<file path="src/rtl/i2c_rs_pkg.sv">
package i2c_rs_pkg;
  localparam int RS_IDX_W  = 7;
  localparam int RS_BYTE_W = 8;
  localparam int RS_PFX_W  = 5;
  localparam int RS_SEL_W  = 2;
  localparam int RS_CNT_W  = 4;

  typedef enum logic [3:0] {
    ST_IDLE, ST_ADDR, ST_ADDR_ACK, ST_IDX, ST_IDX_ACK,
    ST_WDAT, ST_WDAT_ACK, ST_RDAT, ST_RDAT_ACK
  } rs_state_t;

  // two-of-three vote
  function automatic logic maj3(input logic [2:0] v);
    return (v[0] & v[1]) | (v[0] & v[2]) | (v[1] & v[2]);
  endfunction

  function automatic logic dev_match(input logic [RS_BYTE_W-1:0] b,
                                     input logic [RS_PFX_W-1:0] pfx,
                                     input logic [RS_SEL_W-1:0] sel);
    return b[RS_BYTE_W-1:1] == {pfx, sel};
  endfunction

  function automatic logic idx_in(input logic [RS_IDX_W-1:0] i,
                                  input logic [RS_IDX_W-1:0] lo,
                                  input logic [RS_IDX_W-1:0] hi);
    return (i >= lo) && (i <= hi);
  endfunction

  // wraps naturally at the index width
  function automatic logic [RS_IDX_W-1:0] idx_next(input logic [RS_IDX_W-1:0] i);
    return i + 1'b1;
  endfunction
endpackage

</file>
<file path="src/rtl/i2c_rs_filter.sv">
module i2c_rs_filter #(
  parameter int SYNC_STAGES = 2,
  parameter int VOTE_TAPS   = 3
) (
  input  logic clk,
  input  logic rst_n,
  input  logic din,
  output logic dout
);
  import i2c_rs_pkg::*;

  logic [SYNC_STAGES-1:0] sync_q;
  logic [VOTE_TAPS-1:0]   tap_q;
  logic                   vote;

  generate
    if (VOTE_TAPS == 3) begin : g_maj3
      assign vote = maj3(tap_q);
    end else begin : g_majn
      assign vote = ($countones(tap_q) > (VOTE_TAPS / 2));
    end
  endgenerate

  always_ff @(posedge clk or negedge rst_n) begin
    if (!rst_n) begin
      sync_q <= '1;
      tap_q  <= '1;
      dout   <= 1'b1;
    end else begin
      sync_q <= {sync_q[SYNC_STAGES-2:0], din};
      tap_q  <= {tap_q[VOTE_TAPS-2:0], sync_q[SYNC_STAGES-1]};
      dout   <= vote;
    end
  end
endmodule

</file>
<file path="src/rtl/i2c_rs_events.sv">
module i2c_rs_events (
  input  logic clk,
  input  logic rst_n,
  input  logic scl_f,
  input  logic sda_f,
  output logic evt_rise,
  output logic evt_fall,
  output logic evt_start,
  output logic evt_stop
);
  logic scl_q, sda_q;

  always_ff @(posedge clk or negedge rst_n) begin
    if (!rst_n) begin
      scl_q <= 1'b1;
      sda_q <= 1'b1;
    end else begin
      scl_q <= scl_f;
      sda_q <= sda_f;
    end
  end

  assign evt_rise  = scl_f & ~scl_q;
  assign evt_fall  = ~scl_f & scl_q;
  assign evt_start = scl_f & scl_q & sda_q & ~sda_f;
  assign evt_stop  = scl_f & scl_q & ~sda_q & sda_f;
endmodule

</file>
<file path="src/rtl/i2c_rs_engine.sv">
module i2c_rs_engine
  import i2c_rs_pkg::*;
#(
  parameter logic [RS_PFX_W-1:0] DEV_PFX = 5'b10011,
  parameter logic [RS_IDX_W-1:0] WR_LO   = 7'h10,
  parameter logic [RS_IDX_W-1:0] WR_HI   = 7'h17,
  parameter logic [RS_IDX_W-1:0] RD_LO   = 7'h10,
  parameter logic [RS_IDX_W-1:0] RD_HI   = 7'h1F
) (
  input  logic                 clk,
  input  logic                 rst_n,
  input  logic [RS_SEL_W-1:0]  addr_sel,
  input  logic                 sda_f,
  input  logic                 evt_rise,
  input  logic                 evt_fall,
  input  logic                 evt_start,
  input  logic                 evt_stop,
  input  logic [RS_BYTE_W-1:0] rf_rdata,
  output logic                 sda_oe,
  output logic [RS_IDX_W-1:0]  rf_addr,
  output logic                 rf_we,
  output logic [RS_BYTE_W-1:0] rf_wdata
);
  localparam logic [RS_CNT_W-1:0] BITS = RS_CNT_W'(RS_BYTE_W);

  rs_state_t            st;
  logic [RS_BYTE_W-1:0] shreg;
  logic [RS_CNT_W-1:0]  cnt;
  logic [RS_IDX_W-1:0]  idx;
  logic                 rnw, first_rd, mack, ld;
  logic [RS_BYTE_W-1:0] rd_byte;

  assign rf_addr = idx;
  assign rd_byte = idx_in(idx, RD_LO, RD_HI) ? rf_rdata : '0;

  always_ff @(posedge clk or negedge rst_n) begin
    if (!rst_n) begin
      st       <= ST_IDLE;
      shreg    <= '0;
      cnt      <= '0;
      idx      <= '0;
      rnw      <= 1'b0;
      first_rd <= 1'b0;
      mack     <= 1'b1;
      ld       <= 1'b0;
      sda_oe   <= 1'b0;
      rf_we    <= 1'b0;
      rf_wdata <= '0;
    end else begin
      rf_we <= 1'b0;
      ld    <= 1'b0;
      if (ld) begin
        shreg  <= rd_byte;
        sda_oe <= ~rd_byte[RS_BYTE_W-1];
        cnt    <= '0;
      end
      if (evt_stop) begin
        st     <= ST_IDLE;
        sda_oe <= 1'b0;
      end else if (evt_start) begin
        st     <= ST_ADDR;
        sda_oe <= 1'b0;
        cnt    <= '0;
      end else begin
        case (st)
          ST_ADDR, ST_IDX, ST_WDAT: begin
            if (evt_rise && cnt < BITS) begin
              shreg <= {shreg[RS_BYTE_W-2:0], sda_f};
              cnt   <= cnt + 1'b1;
            end else if (evt_fall && cnt == BITS) begin
              case (st)
                ST_ADDR: begin
                  if (dev_match(shreg, DEV_PFX, addr_sel)) begin
                    sda_oe <= 1'b1;
                    rnw    <= shreg[0];
                    st     <= ST_ADDR_ACK;
                  end else begin
                    st <= ST_IDLE;
                  end
                end
                ST_IDX: begin
                  idx      <= shreg[RS_IDX_W-1:0];
                  first_rd <= 1'b1;
                  sda_oe   <= 1'b1;
                  st       <= ST_IDX_ACK;
                end
                default: begin
                  if (idx_in(idx, WR_LO, WR_HI)) begin
                    sda_oe   <= 1'b1;
                    rf_we    <= 1'b1;
                    rf_wdata <= shreg;
                    st       <= ST_WDAT_ACK;
                  end else begin
                    st <= ST_IDLE;
                  end
                end
              endcase
            end
          end
          ST_ADDR_ACK: begin
            if (evt_fall) begin
              sda_oe <= 1'b0;
              cnt    <= '0;
              if (rnw) begin
                if (!first_rd) idx <= idx_next(idx);
                first_rd <= 1'b0;
                ld       <= 1'b1;
                st       <= ST_RDAT;
              end else begin
                st <= ST_IDX;
              end
            end
          end
          ST_IDX_ACK: begin
            if (evt_fall) begin
              sda_oe <= 1'b0;
              cnt    <= '0;
              st     <= ST_WDAT;
            end
          end
          ST_WDAT_ACK: begin
            if (evt_fall) begin
              sda_oe <= 1'b0;
              cnt    <= '0;
              idx    <= idx_next(idx);
              st     <= ST_WDAT;
            end
          end
          ST_RDAT: begin
            if (evt_rise) begin
              cnt <= cnt + 1'b1;
            end else if (evt_fall) begin
              if (cnt == BITS) begin
                sda_oe <= 1'b0;
                st     <= ST_RDAT_ACK;
              end else begin
                shreg  <= {shreg[RS_BYTE_W-2:0], 1'b0};
                sda_oe <= ~shreg[RS_BYTE_W-2];
              end
            end
          end
          ST_RDAT_ACK: begin
            if (evt_rise) begin
              mack <= sda_f;
            end else if (evt_fall) begin
              if (!mack) begin
                idx <= idx_next(idx);
                ld  <= 1'b1;
                st  <= ST_RDAT;
              end else begin
                st <= ST_IDLE;
              end
            end
          end
          default: ;
        endcase
      end
    end
  end
endmodule

</file>
<file path="src/rtl/i2c_regbank_slave.sv">
module i2c_regbank_slave #(
  parameter logic [4:0] DEV_PFX     = 5'b10011,
  parameter logic [6:0] WR_LO       = 7'h10,
  parameter logic [6:0] WR_HI       = 7'h17,
  parameter logic [6:0] RD_LO       = 7'h10,
  parameter logic [6:0] RD_HI       = 7'h1F,
  parameter int         SYNC_STAGES = 2,
  parameter int         VOTE_TAPS   = 3
) (
  input  logic       clk,
  input  logic       rst_n,
  input  logic [1:0] addr_sel,
  input  logic       scl_i,
  input  logic       sda_i,
  output logic       sda_oe,
  output logic [6:0] rf_addr,
  output logic       rf_we,
  output logic [7:0] rf_wdata,
  input  logic [7:0] rf_rdata
);
  localparam int LINES = 2;

  logic [LINES-1:0] raw_lines, flt_lines;
  logic scl_f, sda_f;
  logic evt_rise, evt_fall, evt_start, evt_stop;

  assign raw_lines = {sda_i, scl_i};
  assign scl_f     = flt_lines[0];
  assign sda_f     = flt_lines[1];

  generate
    for (genvar g = 0; g < LINES; g++) begin : g_flt
      i2c_rs_filter #(.SYNC_STAGES(SYNC_STAGES), .VOTE_TAPS(VOTE_TAPS)) u_flt (
        .clk(clk), .rst_n(rst_n), .din(raw_lines[g]), .dout(flt_lines[g])
      );
    end
  endgenerate

  i2c_rs_events u_evt (
    .clk(clk), .rst_n(rst_n), .scl_f(scl_f), .sda_f(sda_f),
    .evt_rise(evt_rise), .evt_fall(evt_fall),
    .evt_start(evt_start), .evt_stop(evt_stop)
  );

  i2c_rs_engine #(
    .DEV_PFX(DEV_PFX), .WR_LO(WR_LO), .WR_HI(WR_HI), .RD_LO(RD_LO), .RD_HI(RD_HI)
  ) u_eng (
    .clk(clk), .rst_n(rst_n), .addr_sel(addr_sel), .sda_f(sda_f),
    .evt_rise(evt_rise), .evt_fall(evt_fall),
    .evt_start(evt_start), .evt_stop(evt_stop),
    .rf_rdata(rf_rdata), .sda_oe(sda_oe), .rf_addr(rf_addr),
    .rf_we(rf_we), .rf_wdata(rf_wdata)
  );
endmodule

</file>
<file path="config.mk">
export PLATFORM = sky130hd
export DESIGN_NAME = i2c_regbank_slave
export DESIGN_NICKNAME = d
export VERILOG_FILES = /design/src/rtl/i2c_rs_pkg.sv /design/src/rtl/i2c_rs_filter.sv /design/src/rtl/i2c_rs_events.sv /design/src/rtl/i2c_rs_engine.sv /design/src/rtl/i2c_regbank_slave.sv
export SDC_FILE = /design/constraint.sdc
export NUM_CORES = 1
export LEC_CHECK = 0
export ABC_AREA = 1
export ABC_CLOCK_PERIOD_IN_PS = 3800
export BUFFER_PORTS_ARGS = -buffer_cell sky130_fd_sc_hd__buf_2
export CAP_MARGIN = 20
export CORE_MARGIN = 10
export CORE_UTILIZATION = 53
export DETAILED_ROUTE_END_ITERATION = 10
export MAX_ROUTING_LAYER = met4
export PLACE_DENSITY_LB_ADDON = 0.12
export SLEW_MARGIN = 5
export SYNTH_ARGS = -nofsm -noshare
export SYNTH_HDL_FRONTEND = slang
export SYNTH_SLANG_ARGS = --single-unit
export TNS_END_PERCENT = 20
</file>
<file path="constraint.sdc">
create_clock -name clk -period 3.8 [get_ports clk]
set_clock_uncertainty 0.15 [all_clocks]
set_input_delay 0 -clock clk [delete_from_list [all_inputs] [get_ports clk]]
set_output_delay 0 -clock clk [all_outputs]
set_load 0.005 [all_outputs]
</file>
==> out/results.tsv <==
stage	metric	value	unit
clock_tree	htreeDepth	2	
critical_path	slowest_stage	nor3_4	
timing	report.final.setup_viol	0	
global_routing	grt_use_total	0.161	
floorplanning	die_y	92.7	um
timing	hold_violations	0	
final_layout	diodes	0	
detailed_routing	via_per_inst	4.98	
logic_synthesis	netlist_instances	368	
run	drv_cap	0	
critical_path	cp_cell_sequence	inv_1, ha_1, nand2_1, nor2_2, nand2_1, clkinv_1, nor2_1, nor3_4, nand2_4, nand2_1, nand2_1	
final_layout	layout_common_cells	nand2_1 (127), inv_1 (36), nand3_1 (36), dfrtp_1 (36), buf_2 (30)	
power_and_ir_drop	ir_worst_vdd	0.000292	V
detailed_routing	ant_nets	0	
logic_synthesis	netlist.area_leader.share	0.322	
final_layout	final_nets	431	
critical_path	cp_max_fo	10	
detailed_routing	routedWlPerCell	13.1	um
clock_tree	clk_pin_slew	0.10	ns
global_routing	grt_pass1_vias	2251	
clock_tree	cts_max_path_buffers	2	
timing	post-route-period-util	0.557	
power_and_ir_drop	p_leak	1.71	nW
critical_path	cp-start-kind	flop	
clock_tree	cts_buffers	5	
critical_path	r2r_slack	1.68	ns
global_routing	grt_pass1_wl	11100	um
clock_tree	cts_tree	yes	
final_layout	syn2layout_area_growth	15.3	%
logic_synthesis	synth_warnings	0	
place	port_buffers	30	
final_layout	drive_gt1_frac	0.196	
timing	layout_min_cycle_time	2.12	ns
timing	slew_headroom	0.584	
timing	tns	0	ns
min_path	hold_class	primary input to flop	
clock_tree	cts_root_buf	clkbuf_8	
floorplanning	die_w	92.7	um
clock_tree	cts.sink_count	51	
detailed_routing	wl	6350	um
final_layout	final_cells	484	
detailed_routing	first_iter_violations	109	
detailed_routing	vias	2408	
floorplanning	io-pin-count	31	
global_routing	grt_overflow	0	
logic_synthesis	avgSynthCellArea	7.60	um^2
timing	max_freq	473	MHz
timing	rsz0062_at_grt	no	
logic_synthesis	synth_fp_nets	386	
final_layout	final_core_util	0.632	
critical_path	arrival	2.17	ns
global_routing	grt_antenna_before_repair	0	
timing	maxSlewViolCount	0	
global_routing	grt_max_degree	52	
clock_tree	clock_latency	0.31	ns
logic_synthesis	synthesis.area	2800	um^2
floorplanning	die_area	8580	um^2
place	hpwl	4700	um
logic_synthesis	synth-seq-cells	51	
logic_synthesis	synth_area_leaders	dfrtp_1 (32%), nand2_1 (17%), dfstp_2 (14%)	
floorplanning	start_util	0.548	
floorplanning	rows	26	
detailed_routing	drc	0	
critical_path	worstPathRequired	3.86	ns
min_path	hold_depth	7	
logic_synthesis	synth_top_area_cell	dfrtp_1	
critical_path	end_kind	flop	
timing	tightest_slew	0.624	ns
clock_tree	cts_setup_buffers	0	
critical_path	path_class	flop to flop	
critical_path	slowest_delay	0.44	ns
logic_synthesis	seq_area_frac_synth	0.463	
critical_path	r2r_cells	11	
detailed_routing	first_pass_iters	4	
place	gp_congestion	0.889	
floorplanning	core_region_area	5110	um^2
logic_synthesis	synth_cell_types	33	
place	dp.cells	465	
final_layout	final_common_cell	nand2_1	
power_and_ir_drop	powerDensity	563	nW/um^2
outcome	outcome	complete, no violations	
final_layout	fill_cells	442	
critical_path	crit_path_frequent_cell	nand2_1	
[logic make-up (layout without fill, tap and decap cells)]
family / Yosys count / after routing / synth area share
AND/OR/NAND/NOR: 214 / 214 / 0.344
flip-flops: 51 / 51 / 0.463
buffers and inverters: 51 / 97 / 0.0693
AO/OA/AOI/OAI: 40 / 40 / 0.0801
adder cells (fa/ha/maj): 6 / 6 / 0.0250
XOR/XNOR: 6 / 6 / 0.0188
[area by class of cell]
cell class                 instances  area, um^2  area share
clock buffer                       6        72.6      0.0225
clock inverter                     2        17.5     0.00543
inverter                          47         176      0.0547
multi-input combinational        266        1310       0.406
sequential                        51        1290       0.401
tap                               70        87.6      0.0272
timing repair buffer              42         268      0.0830
[metal layers]
metal,part of all wire,GRT usage
met5,0,-
met4,0.0071,0.0386
met3,0.061,0.0331
met2,0.46,0.246
met1,0.47,0.213
[where the power goes]
group          switching (mW)  total [mW]  internal (mW)
sequential              0.132       0.789          0.656
clock                   0.188       0.320          0.133
combinational           0.454       0.707          0.253
total                   0.774        1.82           1.04
[synthesized netlist by cell type, drive strengths merged]
cell and count:
xnor2 1, clkinv 2, nand4 4, buf 2, o21ai 31, ha 4, nand2 129, nor2 36
dfstp 15, a31oi 1, nand3 39, nand3b 1, maj3 2, nor3 4, xor2 5, or2 1
a21oi 5, clkbuf 2, o21bai 1, inv 45, o211ai 2, dfrtp 36
[path summary, 6_finish.rpt]
kind,start,end
min in group asynchronous,rst_n,u_eng.rf_wdata[6]
min,addr_sel[0],u_eng.rnw
max in group asynchronous,rst_n,u_eng.cnt[3]
max,u_eng.cnt[0],u_eng.rf_addr[2]
min reg2reg,g_flt[0].u_flt.sync_q[0],g_flt[0].u_flt.sync_q[1]
max reg2reg,u_eng.cnt[0],u_eng.rf_addr[2]
[worst max-delay path: cells and delay by family, from the launching register on]
family                   cells  cell delay, ns
AND/OR/NAND/NOR              8            1.11
flip-flops                   1            0.42
buffers and inverters        2            0.19
adder cells (fa/ha/maj)      1            0.14
[flip-flops by register name, summed over array words and instances (netlist names)]
name	flops
u_eng.rf_wdata	8
u_eng.shreg	8
u_eng.rf_addr	7
g_flt.u_flt.tap_q	6
g_flt.u_flt.sync_q	4
u_eng.cnt	4
u_eng.st	4
g_flt.u_flt.dout	2
u_eng.first_rd	1
u_eng.ld	1
u_eng.mack	1
u_eng.rf_we	1
u_eng.rnw	1
u_eng.sda_oe	1
u_evt.scl_q	1
u_evt.sda_q	1
[through the flow]
stage / setup WS, ns / cell area [um^2] / hold slack [ns] / total power [mW]
floorplan: 1.99 / 2800 / -0.446 / 1.30
global placement: 1.70 / 3030 / -0.0446 / 1.49
detailed placement: 1.67 / 3030 / -0.0438 / 1.50
CTS: 1.66 / 3230 / 0.0515 / 1.83
global route: 1.41 / 3230 / 0.135 / 1.98
finish: 1.68 / 3230 / 0.0568 / 1.82
[timing repair]
item,CTS,global route
endpoints found under the hold margin,46,0
gates resized for setup,0,0
hold buffers,11,0
No activity file was read; power rests on OpenSTA's default activity.
